**src/rtl/i2c_cfg_pkg.sv**
```systemverilog
package i2c_cfg_pkg;

  typedef enum logic [3:0] {
    ST_IDLE,
    ST_ADDR,
    ST_AACK,
    ST_IDX,
    ST_IACK,
    ST_WDATA,
    ST_WACK,
    ST_RDATA,
    ST_RACK,
    ST_IGNORE,
    ST_COMMIT
  } tgt_state_t;

endpackage

```
**src/rtl/i2c_line_filter.sv**
```systemverilog
module i2c_line_filter #(
  parameter int SYNC_STAGES = 2,
  parameter int FILT_LEN    = 3
) (
  input  logic clk,
  input  logic rst_n,
  input  logic line_in,
  output logic line_out
);

  logic [SYNC_STAGES-1:0] sync_q;
  logic [FILT_LEN-1:0]    hist_q;
  logic                   out_q;

  always_ff @(posedge clk or negedge rst_n) begin
    if (!rst_n) begin
      sync_q <= '1;
      hist_q <= '1;
      out_q  <= 1'b1;
    end else begin
      sync_q <= {sync_q[SYNC_STAGES-2:0], line_in};
      hist_q <= {hist_q[FILT_LEN-2:0], sync_q[SYNC_STAGES-1]};
      // the output changes only after FILT_LEN agreeing samples
      if (&hist_q)       out_q <= 1'b1;
      else if (~|hist_q) out_q <= 1'b0;
    end
  end

  assign line_out = out_q;

endmodule

```
**src/rtl/i2c_bus_events.sv**
```systemverilog
module i2c_bus_events (
  input  logic clk,
  input  logic rst_n,
  input  logic scl_f,
  input  logic sda_f,
  output logic scl_rise,
  output logic scl_fall,
  output logic start_det,
  output logic stop_det
);

  logic scl_p, sda_p;

  always_ff @(posedge clk or negedge rst_n) begin
    if (!rst_n) begin
      scl_p <= 1'b1;
      sda_p <= 1'b1;
    end else begin
      scl_p <= scl_f;
      sda_p <= sda_f;
    end
  end

  assign scl_rise  = scl_f & ~scl_p;
  assign scl_fall  = ~scl_f & scl_p;
  assign start_det = scl_f & scl_p & sda_p & ~sda_f;
  assign stop_det  = scl_f & scl_p & ~sda_p & sda_f;

endmodule

```
**src/rtl/i2c_stage_buf.sv**
```systemverilog
module i2c_stage_buf #(
  parameter int DEPTH = 8,
  parameter int W     = 12,
  localparam int PW   = (DEPTH > 1) ? $clog2(DEPTH) : 1,
  localparam int CW   = $clog2(DEPTH + 1)
) (
  input  logic          clk,
  input  logic          rst_n,
  input  logic          push,
  input  logic [W-1:0]  din,
  input  logic          pop,
  output logic [W-1:0]  dout,
  output logic          full,
  output logic          empty,
  output logic [CW-1:0] level
);

  logic [W-1:0]  mem [DEPTH];
  logic [PW-1:0] wr_ptr, rd_ptr;
  logic [CW-1:0] count;
  logic          do_push, do_pop;

  assign full    = (count == CW'(DEPTH));
  assign empty   = (count == '0);
  assign do_push = push & ~full;
  assign do_pop  = pop & ~empty;

  always_ff @(posedge clk) begin
    if (do_push) mem[wr_ptr] <= din;
  end

  always_ff @(posedge clk or negedge rst_n) begin
    if (!rst_n) begin
      wr_ptr <= '0;
      rd_ptr <= '0;
      count  <= '0;
    end else begin
      if (do_push) wr_ptr <= (wr_ptr == PW'(DEPTH - 1)) ? '0 : wr_ptr + PW'(1);
      if (do_pop)  rd_ptr <= (rd_ptr == PW'(DEPTH - 1)) ? '0 : rd_ptr + PW'(1);
      case ({do_push, do_pop})
        2'b10:   count <= count + CW'(1);
        2'b01:   count <= count - CW'(1);
        default: count <= count;
      endcase
    end
  end

  assign dout  = mem[rd_ptr];
  assign level = count;

endmodule

```
**src/rtl/i2c_cfg_target.sv**
```systemverilog
module i2c_cfg_target
  import i2c_cfg_pkg::*;
#(
  parameter logic [6:0] DEV_ADDR    = 7'b1001111,
  parameter int         NUM_REGS    = 16,
  parameter int         STAGE_DEPTH = 8,
  parameter int         SYNC_STAGES = 2,
  parameter int         FILT_LEN    = 3,
  localparam int        IDX_W       = $clog2(NUM_REGS)
) (
  input  logic             clk,
  input  logic             rst_n,
  input  logic             scl_in,
  input  logic             sda_in,
  output logic             sda_oe,
  output logic [IDX_W-1:0] rd_idx,
  input  logic [7:0]       rd_data,
  output logic             cmt_valid,
  input  logic             cmt_ready,
  output logic [IDX_W-1:0] cmt_idx,
  output logic [7:0]       cmt_data
);

  localparam int ENT_W = IDX_W + 8;
  localparam int LVL_W = $clog2(STAGE_DEPTH + 1);

  // line conditioning, one filter per bus line
  logic [1:0] raw_lines, filt_lines;
  assign raw_lines = {scl_in, sda_in};

  generate
    for (genvar gi = 0; gi < 2; gi++) begin : g_line
      i2c_line_filter #(
        .SYNC_STAGES(SYNC_STAGES),
        .FILT_LEN   (FILT_LEN)
      ) u_filt (
        .clk     (clk),
        .rst_n   (rst_n),
        .line_in (raw_lines[gi]),
        .line_out(filt_lines[gi])
      );
    end
  endgenerate

  logic scl_f, sda_f;
  assign scl_f = filt_lines[1];
  assign sda_f = filt_lines[0];

  logic scl_rise, scl_fall, start_det, stop_det;

  i2c_bus_events u_ev (
    .clk      (clk),
    .rst_n    (rst_n),
    .scl_f    (scl_f),
    .sda_f    (sda_f),
    .scl_rise (scl_rise),
    .scl_fall (scl_fall),
    .start_det(start_det),
    .stop_det (stop_det)
  );

  tgt_state_t       state;
  logic [7:0]       sh;
  logic [7:0]       tx;
  logic [3:0]       cnt;
  logic [IDX_W-1:0] ptr;
  logic             rw;
  logic             oe_q;
  logic             start_pend;
  logic             mack;

  logic             push_req, pop_req;
  logic             stg_full, stg_empty;
  logic [LVL_W-1:0] stg_level;
  logic [ENT_W-1:0] stg_dout;
  logic             byte_done, bus_live;

  assign byte_done = scl_fall && (cnt == 4'd8);
  assign bus_live  = (state != ST_COMMIT) && !start_det && !stop_det;
  assign push_req  = bus_live && (state == ST_WDATA) && byte_done && !stg_full;
  assign cmt_valid = (state == ST_COMMIT) && !stg_empty;
  assign pop_req   = cmt_valid && cmt_ready;

  i2c_stage_buf #(
    .DEPTH(STAGE_DEPTH),
    .W    (ENT_W)
  ) u_stage (
    .clk  (clk),
    .rst_n(rst_n),
    .push (push_req),
    .din  ({ptr, sh}),
    .pop  (pop_req),
    .dout (stg_dout),
    .full (stg_full),
    .empty(stg_empty),
    .level(stg_level)
  );

  assign cmt_idx  = stg_dout[ENT_W-1:8];
  assign cmt_data = stg_dout[7:0];
  assign sda_oe   = oe_q;
  assign rd_idx   = ptr;

  always_ff @(posedge clk or negedge rst_n) begin
    if (!rst_n) begin
      state      <= ST_IDLE;
      sh         <= '0;
      tx         <= '0;
      cnt        <= '0;
      ptr        <= '0;
      rw         <= 1'b0;
      oe_q       <= 1'b0;
      start_pend <= 1'b0;
      mack       <= 1'b0;
    end else begin
      // a clocked address bit or a stop ends the "just started" window
      if ((scl_fall && cnt != 4'd0) || stop_det) start_pend <= 1'b0;

      if (state == ST_COMMIT) begin
        if (stg_empty) state <= ST_IDLE;
      end else if (stop_det) begin
        oe_q  <= 1'b0;
        state <= stg_empty ? ST_IDLE : ST_COMMIT;
      end else if (start_det) begin
        oe_q <= 1'b0;
        cnt  <= '0;
        if (start_pend) begin
          state <= ST_IGNORE;
        end else begin
          state      <= ST_ADDR;
          start_pend <= 1'b1;
        end
      end else begin
        case (state)
          ST_ADDR, ST_IDX, ST_WDATA: begin
            if (scl_rise) begin
              sh  <= {sh[6:0], sda_f};
              cnt <= cnt + 4'd1;
            end else if (byte_done) begin
              cnt <= '0;
              if (state == ST_ADDR) begin
                if (sh[7:1] == DEV_ADDR) begin
                  rw    <= sh[0];
                  oe_q  <= 1'b1;
                  state <= ST_AACK;
                end else begin
                  state <= ST_IGNORE;
                end
              end else if (state == ST_IDX) begin
                ptr   <= sh[IDX_W-1:0];
                oe_q  <= 1'b1;
                state <= ST_IACK;
              end else if (!stg_full) begin
                ptr   <= ptr + IDX_W'(1);
                oe_q  <= 1'b1;
                state <= ST_WACK;
              end else begin
                state <= ST_IGNORE;
              end
            end
          end
          ST_AACK: begin
            if (scl_fall) begin
              cnt <= '0;
              if (rw) begin
                tx    <= rd_data;
                oe_q  <= ~rd_data[7];
                state <= ST_RDATA;
              end else begin
                oe_q  <= 1'b0;
                state <= ST_IDX;
              end
            end
          end
          ST_IACK, ST_WACK: begin
            if (scl_fall) begin
              oe_q  <= 1'b0;
              state <= ST_WDATA;
            end
          end
          ST_RDATA: begin
            if (scl_fall) begin
              if (cnt == 4'd7) begin
                oe_q  <= 1'b0;
                ptr   <= ptr + IDX_W'(1);
                state <= ST_RACK;
              end else begin
                tx   <= {tx[6:0], 1'b0};
                oe_q <= ~tx[6];
                cnt  <= cnt + 4'd1;
              end
            end
          end
          ST_RACK: begin
            if (scl_rise) begin
              mack <= ~sda_f;
            end else if (scl_fall) begin
              if (mack) begin
                tx    <= rd_data;
                oe_q  <= ~rd_data[7];
                cnt   <= '0;
                state <= ST_RDATA;
              end else begin
                state <= ST_IGNORE;
              end
            end
          end
          default: ;
        endcase
      end
    end
  end

endmodule

```
**config.mk**
```make
export PLATFORM = sky130hd
export DESIGN_NAME = i2c_cfg_target
export DESIGN_NICKNAME = d
export VERILOG_FILES = /design/src/rtl/i2c_cfg_pkg.sv /design/src/rtl/i2c_line_filter.sv /design/src/rtl/i2c_bus_events.sv /design/src/rtl/i2c_stage_buf.sv /design/src/rtl/i2c_cfg_target.sv
export SDC_FILE = /design/constraint.sdc
export NUM_CORES = 1
export LEC_CHECK = 0
export ABC_CLOCK_PERIOD_IN_PS = 3200
export BUFFER_PORTS_ARGS = -buffer_cell sky130_fd_sc_hd__buf_2
export CAP_MARGIN = 20
export CORE_MARGIN = 3
export CORE_UTILIZATION = 40
export CTS_CLUSTER_DIAMETER = 60
export DETAILED_ROUTE_END_ITERATION = 8
export PLACE_DENSITY = 0.66
export REMOVE_ABC_BUFFERS = 1
export SKIP_CTS_REPAIR_TIMING = 1
export SLEW_MARGIN = 20
export SYNTH_ARGS = -nofsm -noshare
export SYNTH_HDL_FRONTEND = slang
export SYNTH_SLANG_ARGS = --single-unit
```
**constraint.sdc**
```tcl
create_clock -name clk -period 3.2 [get_ports clk]
set_input_delay 0.64 -clock clk [delete_from_list [all_inputs] [get_ports clk]]
set_output_delay 0.64 -clock clk [all_outputs]
set_load 0.03 [all_outputs]
```
Word-level counts from Yosys, hierarchy flattened
Memories as Yosys holds them, arrays and structs flattened. Cells that the tools add are included. Widths: inputs -> output; s select.

Memories kept: 1. RAM bits: 96. Output and inout bits: 18. Word-level logic and storage cells: 220. Flip-flop bits (word level): 55. Input port bits: 13.

Memory list: u_stage.mem (words 8, width 12, rd ports 1, clocked after Yosys merged registers in 0, write ports 1, line i2c_stage_buf.sv:18) `logic [W-1:0] mem [DEPTH];`.

Bitwise gates (word level): 21. Equal/unequal tests: 58. Reduce and logical (&&, ||, !) cells: 36. Muxes and demuxes: 78. $add $sub $neg: 6.

Operators by type and width (count): $mux 4 (35); $mux 7 (7); $ne 5x5->1 const B (9); $ne 4x4->1 const B (10); $reduce_and 10->1 (3); $mux 1 (27); $ne 2x2->1 const B (12); $ne 3x3->1 const B (7); $pmux 7 s3 (1); $eq 4x3->1 const B (5); $pmux 4 s5 (1); $eq 4x4->1 const B (4); $pmux 4 s2 (2); $pmux 4 s4 (1); $add 4x1->4 const B (3); $not 1->1 (12); $reduce_and 12->1 (1); $reduce_and 11->1 (1); $reduce_and 5->1 (2); $and 1x1->1 (9); $logic_and 1x1->1 (9); $mux 3 (3); $reduce_or 3->1 (3); $eq 4x2->1 const B (2); 22 further kinds (30).

Logic depth before layout (Yosys ltp)
Word-level depth: 12. Mapped depth: 13.

Hierarchy
From an unflattened synthesis, not the netlist that was laid out.

Cells, all modules: 478. Area total of the unflattened synthesis: 7053.0 um^2.

Modules (own cells, without submodules): i2c_stage_buf (cells an instance 207, area each 4401.7 um^2, times used 1, seq. area each 3133.0 um^2); i2c_cfg_target (cells an instance 245, area each 2213.4 um^2, times used 1, seq. area each 775.7 um^2); i2c_line_filter (cells an instance 10, area each 176.4 um^2, times used 2, seq. area each 157.7 um^2); i2c_bus_events (cells an instance 6, area each 85.1 um^2, times used 1, seq. area each 52.6 um^2).

Least setup slack after synthesis
OpenSTA, ideal clock, no wires.

Path kind: flip-flop to flip-flop. Start: register cnt[0]. End: memory u_stage.mem[4][0], enable pin. Required time: 2.783 ns. Data arrival time: 2.957 ns. Library setup time: 0.417 ns. Setup slack: -0.174 ns. Buffers on the path: 1. Cell stages (with the launch flop): 8. Path through: dfrtp_1 > inv_1 > ha_1 > nor2b_1 > nand3_1 > or4_1 > buf_2 > nor4b_1.

Word-level cells in the longest chain between the ends: 7.

RTL lines: start, declared (line i2c_cfg_target.sv:65) `logic [3:0] cnt;`; start signal, assigned (line i2c_cfg_target.sv:138) `cnt <= cnt + 4'd1;`; start signal, assigned (line i2c_cfg_target.sv:190) `cnt <= cnt + 4'd1;`; $eq 4x4->1 (line i2c_cfg_target.sv:78) `assign byte_done = scl_fall && (cnt == 4'd8);`; $logic_and 1x1->1 (line i2c_cfg_target.sv:78); $logic_and 1x1->1 (2 in series) (line i2c_cfg_target.sv:80) `assign push_req = bus_live && (state == ST_WDATA) && byte_done && !stg_full;`; $and 1x1->1 (line i2c_stage_buf.sv:25) `assign do_push = push & ~full;`; $mux 1 (line i2c_stage_buf.sv:29) `if (do_push) mem[wr_ptr] <= din;`; $mux 1 (implied by the code) (line i2c_stage_buf.sv:29); end, declared (line i2c_stage_buf.sv:18).

No other way between the ends.

Final worst setup path
Start: register cnt[0]. End: register u_stage.count[2], in the netlist u_stage.level[2].

Word-level cells in the longest chain between the ends: 7. Elaborated cells on any way between the ends: 9. Those cells by class: 3 x eq/ne; 1 x mux; 1 x bitwise; 4 x reduce/logical.

RTL lines: $eq 4x4->1 * (line i2c_cfg_target.sv:78); $logic_and 1x1->1 * (line i2c_cfg_target.sv:78); $logic_and 1x1->1 * (2 in series) (line i2c_cfg_target.sv:80); $and 1x1->1 * (line i2c_stage_buf.sv:25); $eq 2x1->1 or $eq 2x2->1 (tied branches) (line i2c_stage_buf.sv:40) `case ({do_push, do_pop})`; $pmux 4 s2 or $reduce_bool 2->1 (tied branches); end signal, assigned (line i2c_stage_buf.sv:41) `2'b10: count <= count + CW'(1);`; end signal, assigned (line i2c_stage_buf.sv:42) `2'b01: count <= count - CW'(1);`; end signal, assigned (line i2c_stage_buf.sv:43) `default: count <= count;`; end, declared (line i2c_stage_buf.sv:20) `logic [CW-1:0] count;`.

Mark *: on every way between the ends. The rest lies on a longest branch, timed or not. A chain may end at the register's enable or synchronous reset.

==> impl_metrics.json <==
{
  "grt_pass1_vias": 4131,
  "startpoint": "cnt[0]",
  "slew_headroom_pct": 46.4,
  "synth-compound-area-share_pct": 8.25,
  "fp-row-count": 46,
  "worstSetupEndpointType": "flip-flop",
  "setup_slack_ns": 0.264,
  "max_freq_mhz": 341,
  "holdWs_ns": 0.267,
  "grt_max_degree": 32,
  "rsz0062_at_grt": "false",
  "required_ns": 3.50,
  "worst_slew_pin_slew_ns": 0.804,
  "yosys.area_share.adder_pct": 1.86,
  "ys_seq_area_share_pct": 63.6,
  "nets": 531,
  "core_sq_um": 16200,
  "clk_path_buf_depth": 2,
  "fillCellCount": 1398,
  "clkSinkCount": 151,
  "hpwl_mm": 8.85,
  "criticalPathCategory": "reg2reg",
  "irDropWorstVdd_v": 0.000536,
  "dr.pass1.iters": 5,
  "leakagePower_nw": 2.90,
  "drc": 0,
  "yosysWarningCount": 0,
  "synth_ff_type": "edfxtp_1",
  "track_usage_pct": 15.7,
  "hold_viol": 0,
  "synth_cell_types": 58,
  "drtIter0Drc": 383,
  "numPortBuffers": 30,
  "fin_crit_sh_pct": 91.7,
  "r2r-start": "cnt[0]",
  "root_buffer": "clkbuf_16",
  "area_delta_synth_final_pct": 15.7,
  "post-place-ws_ns": 0.266,
  "die_h_microns": 136,
  "muxShareOfSynthArea_pct": 13.8,
  "crit_path_start_kind": "flip-flop",
  "ioPinCount": 31,
  "setup_viol": 0,
  "htreeDepth": 4,
  "async_flop_share_pct": 36.4,
  "die_area_sq_um": 18400,
  "dr_total_vias": 3997,
  "tns_ns": 0,
  "syn-cell-area_sq_um": 6720,
  "post-route-min-period_ns": 2.94,
  "wl_mm": 13.3,
  "arrival_ns": 3.23,
  "place_congestion": 0.872,
  "grt_first_pass_wirelength_mm": 22.0,
  "diodes": 0,
  "grt.overflow.total": 0,
  "powerDensity_nw_per_um2": 820,
  "maxCapViolCount": 0,
  "cts_tree": "built",
  "min_path_type": "in2async",
  "synth_top_family_by_area": "multiplexers",
  "ys_ff_latch": 151,
  "layout-drive-gt1-share_pct": 30.5,
  "synth-edff-count": 96,
  "clk_latency_ns": 0.42,
  "start_util_pct": 41.6,
  "synth-xor-area-share_pct": 0.782,
  "numCtsBuffers": 17,
  "cts.clk_slew.worst_paths_ns": 0.06,
  "fin_worst_skew_ns": 0.0131,
  "synth_cells": 460,
  "wire_per_inst_microns": 18.1,
  "die_w_microns": 136,
  "syn_area_per_cell_sq_um": 14.6,
  "slew_viol_final": 0,
  "cp_max_fo": 5,
  "antenna_found_initial": 0,
  "status": "complete, no violations",
  "vias_per_cell": 5.42,
  "synthSimpleGateAreaFrac_pct": 9.62,
  "postRouteAntennaNets": 0
}
==> metal layers <==
layer	part of all wire [%]	wire length [microns]	vias up	global-route usage, %
met5	0	0	-	0
met4	1.8	238	0	4.98
met3	3.1	416	25	4.12
met2	51	6800	97	27.0
met1	44	5860	2012	19.3
li1	-	-	1863	-
==> synthesized netlist by cell type, drive strengths merged (4+ instances only) <==
library cell	n	area, sq um
nor2	26	100
a21oi	27	146
dfrtp	41	1030
mux2	27	304
or2	4	25.0
ha	10	125
a31oi	5	31.3
clkbuf	5	18.8
edfxtp	96	2880
inv	12	45.0
mux4	24	541
nand3	9	45.0
nor3	7	35.0
xor2	5	43.8
buf	13	77.6
nand2	23	86.3
mux2i	8	80.1
dfstp	14	368
nand2b	16	100
o21ai	24	120
nor2b	7	43.8
nor3b	6	45.0
==> worst max-delay path, stage by stage (launching register included) <==
cell and delay [ns]:
dfrtp_1 0.42, inv_1 0.08, ha_1 0.14, nor2b_1 0.25, nand3_1 0.19, or4_1 0.57
ha_1 0.28, xor2_1 0.17, ha_1 0.18, a21oi_1 0.16, xor2_1 0.18, nor2_1 0.07
xor2_1 0.14
==> kinds of logic after synthesis <==
logic type | Yosys count
buffers and inverters | 30
AND/OR/NAND/NOR | 119
adder cells (fa/ha/maj) | 10
flip-flops | 151
XOR/XNOR | 6
AO/OA/AOI/OAI | 85
multiplexers | 59
==> cells in the final DEF (no fill, tap or decap), types with 4 or more instances in the layout <==
| master | n |
|---|---|
| nand3_1 | 9 |
| nand2b_1 | 16 |
| nor3b_1 | 4 |
| edfxtp_1 | 96 |
| dfrtp_1 | 41 |
| mux2_2 | 27 |
| buf_2 | 30 |
| nor3_1 | 5 |
| dfstp_2 | 14 |
| a21oi_1 | 24 |
| mux2i_1 | 8 |
| ha_1 | 10 |
| a31oi_1 | 5 |
| nor2b_1 | 7 |
| clkbuf_16 | 17 |
| nor2_1 | 25 |
| inv_1 | 12 |
| nand2_1 | 23 |
| inv_6 | 4 |
| o21ai_0 | 24 |
| xor2_1 | 5 |
| or2_2 | 4 |
| buf_4 | 16 |
| mux4_2 | 24 |
==> final cells by class <==
| type | count | area [sq um] | area share (%) |
|---|---|---|---|
| multi-input cells | 279 | 2340 | 30.1 |
| repair buffers | 47 | 290 | 3.73 |
| well taps | 216 | 270 | 3.47 |
| inverters | 12 | 45.0 | 0.579 |
| clock buffers | 19 | 433 | 5.57 |
| clock inverters | 13 | 120 | 1.54 |
| flip-flops and latches | 151 | 4280 | 55.0 |
==> sequential cells by signal, indices dropped and copies added, names as in the netlist, 2 cells and up <==
register and cells:
g_line.u_filt.line_out 2, state 4, g_line.u_filt.hist_q 6, cnt 4, rd_idx 4, tx 7, u_stage.rd_ptr 3, sh 8
u_stage.level 4, g_line.u_filt.sync_q 4, u_stage.mem 96, u_stage.wr_ptr 3
==> stage by stage <==
step                      instance area, sq um  util, %  total power (W)  std cells
after floorplan                           6630        -          0.00398        442
after global placement                    7220     44.7          0.00451        705
after detailed placement                  7220     44.7          0.00455        705
after CTS                                 7780     48.1          0.00643        737
after global routing                      7780     48.1          0.00675        737
final                                     7780     48.1          0.00638        737
==> where the power goes <==
| part | leakage [nW] | internal [W] | switching, W |
|---|---|---|---|
| clock | 0.262 | 0.00108 | 0.000792 |
| combinational | 1.12 | 0.000779 | 0.000995 |
| sequential | 1.52 | 0.00239 | 0.000342 |
| total | 2.90 | 0.00425 | 0.00213 |
==> worst paths after layout <==
kind | end | cells after the start | slack [ns]
max reg2reg | u_stage.level[2] | 12 | 0.26
max | u_stage.level[2] | 12 | 0.26
min reg2reg | g_line[0].u_filt.hist_q[0] | 0 | 0.35
min in group clk | g_line[1].u_filt.sync_q[0] | 1 | 0.32
max in group asynchronous | sh[0] | 2 | 2.12
min | sda_oe | 1 | 0.27
Power figures use the tool's default switching activity.
